==> config.mk <==
export PLATFORM = sky130hd
export DESIGN_NAME = ldu_load_unit
export DESIGN_NICKNAME = d
export VERILOG_FILES = /design/src/rtl/ldu_pkg.sv /design/src/rtl/ldu_agen.sv /design/src/rtl/ldu_lane_extract.sv /design/src/rtl/ldu_load_unit.sv
export SDC_FILE = /design/constraint.sdc
export NUM_CORES = 1
export LEC_CHECK = 0
export CAP_MARGIN = 20
export CORE_MARGIN = 1
export CORE_UTILIZATION = 65
export CTS_BUF_LIST = sky130_fd_sc_hd__clkbuf_16
export DETAILED_ROUTE_END_ITERATION = 8
export DONT_BUFFER_PORTS = 1
export HOLD_SLACK_MARGIN = 0.12
export PLACE_DENSITY = 0.82
export SETUP_SLACK_MARGIN = 0.2
export SYNTH_ARGS = -nofsm -noshare
export SYNTH_HDL_FRONTEND = slang
export SYNTH_SLANG_ARGS = --single-unit
export TNS_END_PERCENT = 30
==> constraint.sdc <==
create_clock -name clk -period 6 [get_ports clk]
set_input_delay 1.2 -clock clk [delete_from_list [all_inputs] [get_ports clk]]
set_output_delay 1.2 -clock clk [all_outputs]
set_load 0.01 [all_outputs]
==> src/rtl/ldu_pkg.sv <==
package ldu_pkg;

   typedef enum logic [2:0] {
      AM_PTR     = 3'd0,
      AM_PLUS    = 3'd1,
      AM_MINUS   = 3'd2,
      AM_PREINC  = 3'd3,
      AM_PREDEC  = 3'd4,
      AM_POSTINC = 3'd5,
      AM_POSTDEC = 3'd6,
      AM_RSVD    = 3'd7
   } amode_e;

   typedef enum logic [1:0] {
      SZ_B = 2'd0,
      SZ_H = 2'd1,
      SZ_W = 2'd2,
      SZ_D = 2'd3
   } asize_e;

endpackage

==> src/rtl/ldu_agen.sv <==
module ldu_agen
   import ldu_pkg::*;
#(
   parameter int ADDR_W = 32,
   parameter int IMM_W  = 5
) (
   input  logic [ADDR_W-1:0] base_val,
   input  logic [ADDR_W-1:0] disp_reg,
   input  logic [IMM_W-1:0]  disp_imm,
   input  logic              disp_is_imm,
   input  amode_e            mode,
   input  asize_e            size,
   output logic [ADDR_W-1:0] eff_addr,
   output logic [ADDR_W-1:0] new_base,
   output logic              wb_req,
   output logic              misalign
);

   logic [ADDR_W-1:0] raw_disp;
   logic [ADDR_W-1:0] scaled;
   logic [ADDR_W-1:0] up_addr;
   logic [ADDR_W-1:0] dn_addr;
   logic [ADDR_W-1:0] size_mask;

   always_comb begin
      raw_disp = disp_is_imm ? ADDR_W'(disp_imm) : disp_reg;
      scaled   = raw_disp << size;
      up_addr  = base_val + scaled;
      dn_addr  = base_val - scaled;
   end

   always_comb begin
      eff_addr = base_val;
      new_base = base_val;
      wb_req   = 1'b0;
      unique case (mode)
         AM_PLUS:    eff_addr = up_addr;
         AM_MINUS:   eff_addr = dn_addr;
         AM_PREINC: begin
            eff_addr = up_addr;
            new_base = up_addr;
            wb_req   = 1'b1;
         end
         AM_PREDEC: begin
            eff_addr = dn_addr;
            new_base = dn_addr;
            wb_req   = 1'b1;
         end
         AM_POSTINC: begin
            new_base = up_addr;
            wb_req   = 1'b1;
         end
         AM_POSTDEC: begin
            new_base = dn_addr;
            wb_req   = 1'b1;
         end
         default:    eff_addr = base_val;
      endcase
   end

   always_comb begin
      size_mask = (ADDR_W'(1) << size) - ADDR_W'(1);
      misalign  = |(eff_addr & size_mask);
   end

endmodule

==> src/rtl/ldu_lane_extract.sv <==
module ldu_lane_extract
   import ldu_pkg::*;
#(
   parameter int REG_W    = 32,
   parameter bit SIGN_EXT = 1'b1,
   localparam int MEM_W   = 2 * REG_W,
   localparam int LANE_W  = $clog2(MEM_W / 8)
) (
   input  logic [MEM_W-1:0]  rdata,
   input  logic [LANE_W-1:0] lane,
   input  asize_e            size,
   output logic [REG_W-1:0]  lo_word,
   output logic [REG_W-1:0]  hi_word
);

   logic [MEM_W-1:0] shifted;
   logic [7:0]       byte_v;
   logic [15:0]      half_v;
   logic [REG_W-1:0] byte_x;
   logic [REG_W-1:0] half_x;

   always_comb begin
      shifted = rdata >> {lane, 3'b000};
      byte_v  = shifted[7:0];
      half_v  = shifted[15:0];
   end

   generate
      if (SIGN_EXT) begin : g_sext
         always_comb begin
            byte_x = {{(REG_W-8){byte_v[7]}}, byte_v};
            half_x = {{(REG_W-16){half_v[15]}}, half_v};
         end
      end else begin : g_zext
         always_comb begin
            byte_x = REG_W'(byte_v);
            half_x = REG_W'(half_v);
         end
      end
   endgenerate

   always_comb begin
      hi_word = '0;
      unique case (size)
         SZ_B: lo_word = byte_x;
         SZ_H: lo_word = half_x;
         SZ_W: lo_word = shifted[REG_W-1:0];
         default: begin
            lo_word = rdata[REG_W-1:0];
            hi_word = rdata[MEM_W-1:REG_W];
         end
      endcase
   end

endmodule

==> src/rtl/ldu_load_unit.sv <==
module ldu_load_unit
   import ldu_pkg::*;
#(
   parameter int ADDR_W   = 32,
   parameter int REG_W    = 32,
   parameter int IMM_W    = 5,
   parameter int IDX_W    = 5,
   parameter bit SIGN_EXT = 1'b1,
   localparam int MEM_W   = 2 * REG_W,
   localparam int LANE_W  = $clog2(MEM_W / 8)
) (
   input  logic              clk,
   input  logic              rst_n,
   input  logic              req_valid,
   input  logic [ADDR_W-1:0] base_val,
   input  logic [ADDR_W-1:0] disp_reg,
   input  logic [IMM_W-1:0]  disp_imm,
   input  logic              disp_is_imm,
   input  logic [2:0]        addr_mode,
   input  logic [1:0]        acc_size,
   input  logic [IDX_W-1:0]  dst_idx,
   input  logic [IDX_W-1:0]  ptr_idx,
   output logic              mem_rd,
   output logic [ADDR_W-1:0] mem_addr,
   input  logic [MEM_W-1:0]  mem_rdata,
   output logic              res_valid,
   output logic [REG_W-1:0]  res_lo,
   output logic [REG_W-1:0]  res_hi,
   output logic [IDX_W-1:0]  res_lo_idx,
   output logic [IDX_W-1:0]  res_hi_idx,
   output logic              res_hi_en,
   output logic              res_misalign,
   output logic              wb_en,
   output logic [IDX_W-1:0]  wb_idx,
   output logic [ADDR_W-1:0] wb_value
);

   // elaboration-time parameter checks
   if (REG_W != 32) begin : g_bad_reg_w
      $error("ldu_load_unit: REG_W must be 32");
   end
   if (ADDR_W < LANE_W + 1) begin : g_bad_addr_w
      $error("ldu_load_unit: ADDR_W too small");
   end
   if (IDX_W < 2) begin : g_bad_idx_w
      $error("ldu_load_unit: IDX_W must allow register pairs");
   end

   // address generation
   logic [ADDR_W-1:0] ea;
   logic [ADDR_W-1:0] nb;
   logic              wb_req;
   logic              mis;

   ldu_agen #(.ADDR_W(ADDR_W), .IMM_W(IMM_W)) u_agen (
      .base_val    (base_val),
      .disp_reg    (disp_reg),
      .disp_imm    (disp_imm),
      .disp_is_imm (disp_is_imm),
      .mode        (amode_e'(addr_mode)),
      .size        (asize_e'(acc_size)),
      .eff_addr    (ea),
      .new_base    (nb),
      .wb_req      (wb_req),
      .misalign    (mis)
   );

   logic [LANE_W:0]   size_mask;
   logic [LANE_W-1:0] lane_d;

   always_comb begin
      size_mask = (LANE_W+1)'(((LANE_W+1)'(1) << acc_size) - (LANE_W+1)'(1));
      lane_d    = ea[LANE_W-1:0] & ~size_mask[LANE_W-1:0];
   end

   // stage 1: fetch issue
   logic [LANE_W-1:0] s1_lane;
   asize_e            s1_size;
   logic [IDX_W-1:0]  s1_dst;
   logic [IDX_W-1:0]  s1_ptr;
   logic [ADDR_W-1:0] s1_nb;
   logic              s1_wb;
   logic              s1_mis;

   always_ff @(posedge clk or negedge rst_n) begin
      if (!rst_n) begin
         mem_rd   <= 1'b0;
         mem_addr <= '0;
         s1_lane  <= '0;
         s1_size  <= SZ_B;
         s1_dst   <= '0;
         s1_ptr   <= '0;
         s1_nb    <= '0;
         s1_wb    <= 1'b0;
         s1_mis   <= 1'b0;
      end else begin
         mem_rd <= req_valid;
         if (req_valid) begin
            mem_addr <= {ea[ADDR_W-1:LANE_W], {LANE_W{1'b0}}};
            s1_lane  <= lane_d;
            s1_size  <= asize_e'(acc_size);
            s1_dst   <= dst_idx;
            s1_ptr   <= ptr_idx;
            s1_nb    <= nb;
            s1_wb    <= wb_req;
            s1_mis   <= mis;
         end
      end
   end

   // stage 2: result
   logic [LANE_W-1:0] s2_lane;
   asize_e            s2_size;
   logic [IDX_W-1:0]  s2_dst;
   logic              s2_wb;

   always_ff @(posedge clk or negedge rst_n) begin
      if (!rst_n) begin
         res_valid    <= 1'b0;
         s2_lane      <= '0;
         s2_size      <= SZ_B;
         s2_dst       <= '0;
         s2_wb        <= 1'b0;
         res_misalign <= 1'b0;
         wb_idx       <= '0;
         wb_value     <= '0;
      end else begin
         res_valid <= mem_rd;
         s2_wb     <= mem_rd & s1_wb;
         if (mem_rd) begin
            s2_lane      <= s1_lane;
            s2_size      <= s1_size;
            s2_dst       <= s1_dst;
            res_misalign <= s1_mis;
            wb_idx       <= s1_ptr;
            wb_value     <= s1_nb;
         end
      end
   end

   ldu_lane_extract #(.REG_W(REG_W), .SIGN_EXT(SIGN_EXT)) u_extract (
      .rdata   (mem_rdata),
      .lane    (s2_lane),
      .size    (s2_size),
      .lo_word (res_lo),
      .hi_word (res_hi)
   );

   always_comb begin
      wb_en = s2_wb;
      if (s2_size == SZ_D) begin
         res_lo_idx = {s2_dst[IDX_W-1:1], 1'b0};
         res_hi_idx = {s2_dst[IDX_W-1:1], 1'b1};
         res_hi_en  = res_valid;
      end else begin
         res_lo_idx = s2_dst;
         res_hi_idx = s2_dst;
         res_hi_en  = 1'b0;
      end
   end

   // assertions
   assert_fetch_then_result_R1: assert property (@(posedge clk) disable iff (!rst_n)
      mem_rd |=> res_valid);

   assert_result_single_R1: assert property (@(posedge clk) disable iff (!rst_n)
      (res_valid && !$past(req_valid, 2)) |=> !res_valid);

   assert_pair_even_odd_R4: assert property (@(posedge clk) disable iff (!rst_n)
      (res_valid && res_hi_en) |-> (!res_lo_idx[0] && res_hi_idx == res_lo_idx + IDX_W'(1)));

   assert_byte_extension_R3: assert property (@(posedge clk) disable iff (!rst_n)
      (res_valid && s2_size == SZ_B && SIGN_EXT) |->
         ((&res_lo[REG_W-1:7]) || !(|res_lo[REG_W-1:7])));

   assert_wb_within_result_R8: assert property (@(posedge clk) disable iff (!rst_n)
      wb_en |-> res_valid);

   assert_byte_never_misaligned_R9: assert property (@(posedge clk) disable iff (!rst_n)
      (res_valid && s2_size == SZ_B) |-> !res_misalign);

endmodule

* After elaboration in Yosys (flattened, before gate mapping)
Index checks and enable logic that the tools add are counted.
** Cells by class
- Add/subtract/negate cells :: 4
- Equality and inequality tests :: 9
- Shift operators :: 4
- Muxes and demuxes :: 9
- Bitwise operators :: 4
- Reduce and logical (&&, ||, !) cells :: 8
** Operator list (count)
- $pmux W32 S2 :: 2
- $pmux W32 S3 :: 1
- $mux W32 :: 2
- $shr A64 B6 Y32 :: 1
- $add A32 B32 Y32 :: 1
- $and A32 B32 Y32 :: 1
- $reduce_or A32 Y1 :: 1
- $shl A1 B2 Y32 const A :: 1
- $shl A32 B2 Y32 :: 1
- $sub A32 B2 Y32 const B :: 1
- $sub A32 B32 Y32 :: 1
- $eq A3 B3 Y1 const B :: 3
- $reduce_or A2 Y1 :: 4
- $eq A3 B2 Y1 const B :: 2
- $eq A2 B2 Y1 const B :: 2
- $mux W1 :: 4
- $reduce_or A4 Y1 :: 1
- $and A3 B3 Y3 :: 1
- $eq A3 B1 Y1 const B :: 1
- $not A3 Y3 :: 1
- $reduce_or A3 Y1 :: 1
- $shl A1 B2 Y3 const A :: 1
- $sub A3 B2 Y3 const B :: 1
- $eq A2 B1 Y1 const B :: 1
- other kinds (2) :: 2
** Storage, ports and cells
- Bits in registers :: 129
- Input bits :: 152
- Logic and storage cells :: 55

* Longest topological paths before layout
- Word-level depth :: 6
- Depth in mapped cells :: 18

* By module
A second synthesis with hierarchy kept.
** Second synthesis, totals
- Cells, all modules :: 1519
- Area, all modules :: 13814.5 um^2
** Modules (own cells, without submodules)
- ldu_agen :: times used 1, cells each 942, area each 6556.3 um^2
- ldu_load_unit :: times used 1, cells each 290, area each 4954.8 um^2
- ldu_lane_extract :: times used 1, cells each 287, area each 2303.5 um^2

* Least setup slack after synthesis
OpenSTA, ideal clock, no wires.
- Path kind :: input-to-reg
- From :: input acc_size[0]
- To :: register s1_mis
- Library setup time :: 0.123 ns
- Arrival time :: 4.945 ns
- Data required time :: 5.877 ns
- Setup slack :: 0.932 ns
- Stages :: 17
- Path buffers :: 3
- Cells stage by stage :: clkbuf_1 -> buf_1 -> mux2i_1 -> nor2b_1 -> a211oi_1 -> ha_1 -> buf_2 -> a21oi_1 -> or3b_1 -> nor4_1 -> o21ai_1 -> a31oi_4 -> o21ai_1 -> nor3b_1 -> a311oi_1 -> and3_1 -> a21oi_1
** Between the ends
- Word-level cells in the longest chain between the ends :: 5
** Ends and longest elaborated chain
- from (decl) :: RTL line ldu_load_unit.sv:20 : input logic [1:0] acc_size,
- $shl A32 B2 Y32 :: RTL line ldu_agen.sv:27 : scaled = raw_disp << size;
- $sub A32 B32 Y32 / $add A32 B32 Y32 (equally long branches) :: RTL line ldu_agen.sv:29, ldu_agen.sv:28
- $pmux W32 S2 :: RTL line ldu_agen.sv:36 : unique case (mode)
- $and A32 B32 Y32 (*) :: RTL line ldu_agen.sv:63 : misalign = |(eff_addr & size_mask);
- $reduce_or A32 Y1 (*) :: RTL line ldu_agen.sv:63
- to (signal assigned) :: RTL line ldu_load_unit.sv:106 : s1_mis <= mis;
- to (decl) :: RTL line ldu_load_unit.sv:83 : logic s1_mis;
Every way passes the cells marked *; elsewhere a longest branch is shown, timed or not.
A chain may end at the register's enable or synchronous reset.

* Final worst setup path
- From :: input acc_size[1]
- To :: register s1_mis
Same word-level chain as after synthesis.

==> impl_table.tex <==
\begin{tabular}{lr}
\hline
Metric & Value \\
\hline
\multicolumn{2}{l}{\textbf{STA}} \\
\quad Final critical-path setup slack & between 1 and 1.5 ns \\
\quad Final hold violation count & 0 \\
\quad Final worst clock skew & between 0.015 and 0.02 ns \\
\quad Fmax achieved & 0.204 GHz \\
\quad Time the final worst path needs with I/O delays and setup & 4.91 ns \\
\quad Ratio of final minimum period to clock period & between 80\% and 90\% \\
\quad Finish-stage setup viols & 0 \\
\quad Max Slew Vio Count & 0 \\
\quad Worst hold margin & 0.444 ns \\
\quad Setup repair after global routing missed its margin & false \\
\quad Transition at the pin with the smallest max-transition slack & $\sim$1.1 ns \\
\quad Max-slew headroom at the worst pin & between 20 and 30\% \\
\quad Accumulated negative setup slack & 0 ns \\
\multicolumn{2}{l}{\textbf{Global route}} \\
\quad First-pass GRT wire length & between 70 and 80 mm \\
\quad Vias in the first global route & 12400 \\
\quad Overflow left after global routing & 0 \\
\quad Antenna violations before repair & 0 \\
\quad Largest net degree at the start of global routing & between 100 and 150 \\
\quad GRT Overall Usage & a little over two fifths \\
\multicolumn{2}{l}{\textbf{Clock network}} \\
\quad Clock slew at reported path FFs & approximately 0.080 ns \\
\quad Post-CTS setup-driven buffer insertion count & 0 \\
\quad Sinks on the clock net & between 100 and 150 \\
\quad CTS tree & yes \\
\quad Insertion delay to the later sink of the worst-skew pair & approximately 0.44 ns \\
\quad Hold\_buf cts & 0 \\
\quad Number of CTS-inserted buffers & 17 \\
\quad Cell chosen for the clock root & clkbuf\_16 \\
\quad Deepest level of the CTS H-tree & 4 \\
\quad Maximum count of clock buffers along a single path & 2 \\
\quad Resize count post-CTS & 0 \\
\multicolumn{2}{l}{\textbf{Critical path}} \\
\quad Arrival time of data at the critical path endpoint & approximately 5.3 ns \\
\quad Startpoint of the most critical setup path & acc\_size[1] \\
\quad Required arrival time at the worst endpoint & approximately 6.4 ns \\
\quad Kind of end point of the critical path & register \\
\quad Cell count of the worst reg-to-reg path & 2 \\
\quad Crit Reg-Reg Startpoint & mem\_rd\$\_DFF\_PN0\_ \\
\quad Startpoint class of the critical path & primary input \\
\quad Category of the critical setup timing path & primary input to register \\
\quad Maximum fanout encountered on the critical timing path & slightly above 60 \\
\quad Endpoint of the worst-slack reg-to-reg timing path & wb\_value[11]\$\_DFFE\_PN0P\_ \\
\quad Internal reg-to-reg setup slack & around 4.5 ns \\
\multicolumn{2}{l}{\textbf{Drt}} \\
\quad Wire length reported by the detailed router & approximately 45 mm \\
\quad Detailed router's first-iteration violation count & 1394 \\
\quad Average routed wire per standard cell & between 20 and 25 um \\
\quad Via-per-instance ratio & 7.22 \\
\quad DRC & 0 \\
\quad DRT antenna net count & 0 \\
\quad Length of the first detailed-routing pass in iterations & 6 \\
\quad Count of vias placed by the detailed router & approximately 13000 \\
\multicolumn{2}{l}{\textbf{Outcome}} \\
\quad Result of the run & completed \\
\multicolumn{2}{l}{\textbf{Synth}} \\
\quad Main flop type after synthesis & dfrtp\_1 \\
\quad Syn. warnings & 0 \\
\quad Gate count of the mapped netlist & 1673 \\
\quad Post-synthesis async set-or-reset flop share & between 90\% and 100\% \\
\quad Number of synthesized flops with an enable pin & 0 \\
\quad Average size of a mapped cell & about 8 sq um \\
\quad Flip-flop and latch count after synthesis & roughly 130 \\
\quad Sequential-to-total area share from yosys stat & 24.0\% \\
\quad Post-synthesis instance area & roughly 0.013 sq mm \\
\quad Number of distinct library cells after synthesis & 88 \\
\multicolumn{2}{l}{\textbf{Die}} \\
\quad Placeable core region & 0.0202 sq mm \\
\quad Effective utilization at floorplan & 66.4\% \\
\quad I/O Pins & 300 \\
\quad Overall die height & about 150 um \\
\quad Area of the die & $\sim$0.021 sq mm \\
\quad Std cell rows & 52 \\
\quad Horiz. Die Dim & 146 um \\
\multicolumn{2}{l}{\textbf{Final layout}} \\
\quad Area growth, synth to finish & 3.08\% \\
\quad Final cell utilization of the core & 68.5\% \\
\quad Ratio of cells with drive above 1 in the final layout & about 10\% \\
\quad Register area & around 0.0032 sq mm \\
\quad Net total in the final layout & approximately 1800 \\
\quad Multi-input logic area & 0.00933 sq mm \\
\quad Number of diodes added for antenna fixing & 0 \\
\quad Fill count & 1695 \\
\multicolumn{2}{l}{\textbf{Power and ir drop}} \\
\quad Reported net switching power & roughly 1600 uW \\
\quad Cell Int Power & between 2000 and 2500 uW \\
\quad Proportion of power drawn by the clock network & a little over a quarter \\
\quad Leak pwr & 0.00561 uW \\
\quad Combinational share of power & 40.3\% \\
\quad Sequential fraction of design power & around a third \\
\quad Power density relative to cell area & 272 mW/mm\^{}2 \\
\quad Worst vdd rail ir drop & 180 uV \\
\quad Total Power Consumption & around 3800 uW \\
\quad Switching share of power & between 40\% and 50\% \\
\multicolumn{2}{l}{\textbf{Placed design}} \\
\quad PortBufs & 0 \\
\quad Post-detailed-placement half-perimeter wirelength & between 30 and 40 mm \\
\quad Post-place setup slack & between 0.7 and 0.8 ns \\
\quad GPL Wtd Cong & approximately 1.0 \\
\multicolumn{2}{l}{\textbf{Worst hold path}} \\
\quad Hold WC Path Type & primary input to asynchronous set/reset pin \\
\multicolumn{2}{l}{\textbf{Run}} \\
\quad MaxCap Viol Count & 0 \\
\hline
\end{tabular}
==> worst max path at each step <==
stage | slack [ns] | endpoint
global placement | 0.82 | s1_mis$_DFFE_PN0P_
floorplan | 0.93 | s1_mis$_DFFE_PN0P_
finish | 1.09 | s1_mis$_DFFE_PN0P_
CTS | 1.23 | s1_mis$_DFFE_PN0P_
global route | 0.90 | s1_mis$_DFFE_PN0P_
detailed placement | 0.80 | s1_mis$_DFFE_PN0P_
==> registers in the layout (all words and copies together), names as in the netlist, 3 cells and up <==
register	cells
s2_dst	5
s2_lane	3
s1_dst	5
mem_addr	29
s1_ptr	5
s1_nb	32
wb_value	32
wb_idx	5
s1_lane	3
==> cell usage in the layout, fill, tap and decap left out, drive strengths merged, types with 5 or more instances in the layout <==
| master | count |
|---|---|
| a21boi | 5 |
| a31oi | 23 |
| dfrtp | 129 |
| a21oi | 138 |
| ha | 68 |
| or3 | 8 |
| o31ai | 14 |
| nand3 | 18 |
| a211o | 5 |
| buf | 14 |
| a22oi | 16 |
| nor3 | 21 |
| inv | 79 |
| o211ai | 17 |
| mux2i | 100 |
| or2 | 5 |
| mux4 | 14 |
| o221ai | 21 |
| nor2 | 171 |
| o41ai | 6 |
| a221oi | 28 |
| xor2 | 6 |
| nand2b | 22 |
| a21o | 23 |
| and3 | 37 |
| clkbuf | 17 |
| o21bai | 8 |
| o22ai | 16 |
| a221o | 16 |
| clkinv | 7 |
| nor4 | 13 |
| a211oi | 52 |
| mux2 | 69 |
| o21ai | 97 |
| nand4 | 8 |
| nor2b | 50 |
| nand2 | 123 |
| and2 | 13 |
| xnor2 | 24 |
| o21a | 15 |
==> per-layer routing <==
layer  wire, um  GRT usage, %  vias to the layer above
met5          0             0                        -
met4       2040          18.7                        0
met3       5210          9.72                      144
met2      19900          64.1                      887
met1      18200          56.7                     6351
li1           -             -                     5927
==> critical path, cell delays in order <==
cell      delay [ns]
or2_2           0.37
nor2_1          0.26
ha_1            0.25
inv_1           0.06
fa_1            0.45
o21ba_2         0.26
nor4b_2         0.28
nor4_1          0.14
or2_1           0.31
o31ai_1         0.46
o21ai_0         0.19
a221oi_1        0.55
nor2b_1         0.13
and4b_1         0.21
a21oi_1         0.11
==> layout make-up <==
type,instances,share of cell area (%)
clock inverters,15,1.16
repair buffers,14,0.758
well taps,270,2.44
clock buffers,17,3.07
inverters,72,1.95
multi-input cells,1326,67.3
flip-flops and latches,129,23.3
==> through the flow <==
| stage | cell area (sq um) | std cells |
|---|---|---|
| 6_report | 13900 | 1843 |
| 5_1_grt | 13900 | 1843 |
| 4_1_cts | 13900 | 1843 |
| 3_5_place_dp | 13300 | 1811 |
| 3_3_place_gp | 13300 | 1811 |
| 2_1_floorplan | 13500 | 1675 |
==> cell families (layout without fill, tap and decap cells) <==
kind of cell | count (synthesis) | count (layout) | synth area share (%)
compound gates | 540 | 540 | 27.4
simple gates | 500 | 500 | 17.7
buf+inv | 220 | 118 | 6.71
mux | 183 | 183 | 15.6
flops | 129 | 129 | 24.0
fa+ha+maj | 70 | 70 | 6.63
xor+xnor | 30 | 30 | 1.95
other cells | 1 | 3 | 0.0279
==> Yosys cell counts, drive strengths merged (14+ instances only) <==
cell / number / share of area (%)
nand2b: 22 / 1.0
mux2: 69 / 5.8
o31ai: 14 / 0.86
o21a: 15 / 0.84
a211oi: 52 / 3.0
a21o: 23 / 1.3
a221oi: 28 / 1.9
a221o: 16 / 1.2
and3: 37 / 1.7
mux4: 14 / 2.3
inv: 69 / 1.9
a21oi: 138 / 5.2
mux2i: 100 / 7.4
o22ai: 16 / 0.74
clkbuf: 103 / 2.9
ha: 68 / 6.3
o211ai: 17 / 0.99
nor3: 21 / 0.78
xnor2: 24 / 1.6
buf: 45 / 1.8
nor2b: 50 / 2.3
nand3: 18 / 0.71
dfrtp: 129 / 24
a31oi: 23 / 1.2
o221ai: 21 / 1.4
o21ai: 97 / 3.6
a22oi: 16 / 0.93
nor2: 171 / 4.8
nand2: 123 / 3.4
==> power groups by stage <==
| stage | clock network (uW) | registers [uW] | logic, uW |
|---|---|---|---|
| after detailed placement | 0 | 1230 | 1460 |
| after CTS | 1030 | 1220 | 1470 |
| after floorplan | 0 | 1140 | 1220 |
| final | 1030 | 1220 | 1520 |
| after global placement | 0 | 1220 | 1430 |
| after global routing | 1070 | 1230 | 1630 |
Note: power is estimated with default switching activity, not from simulation.
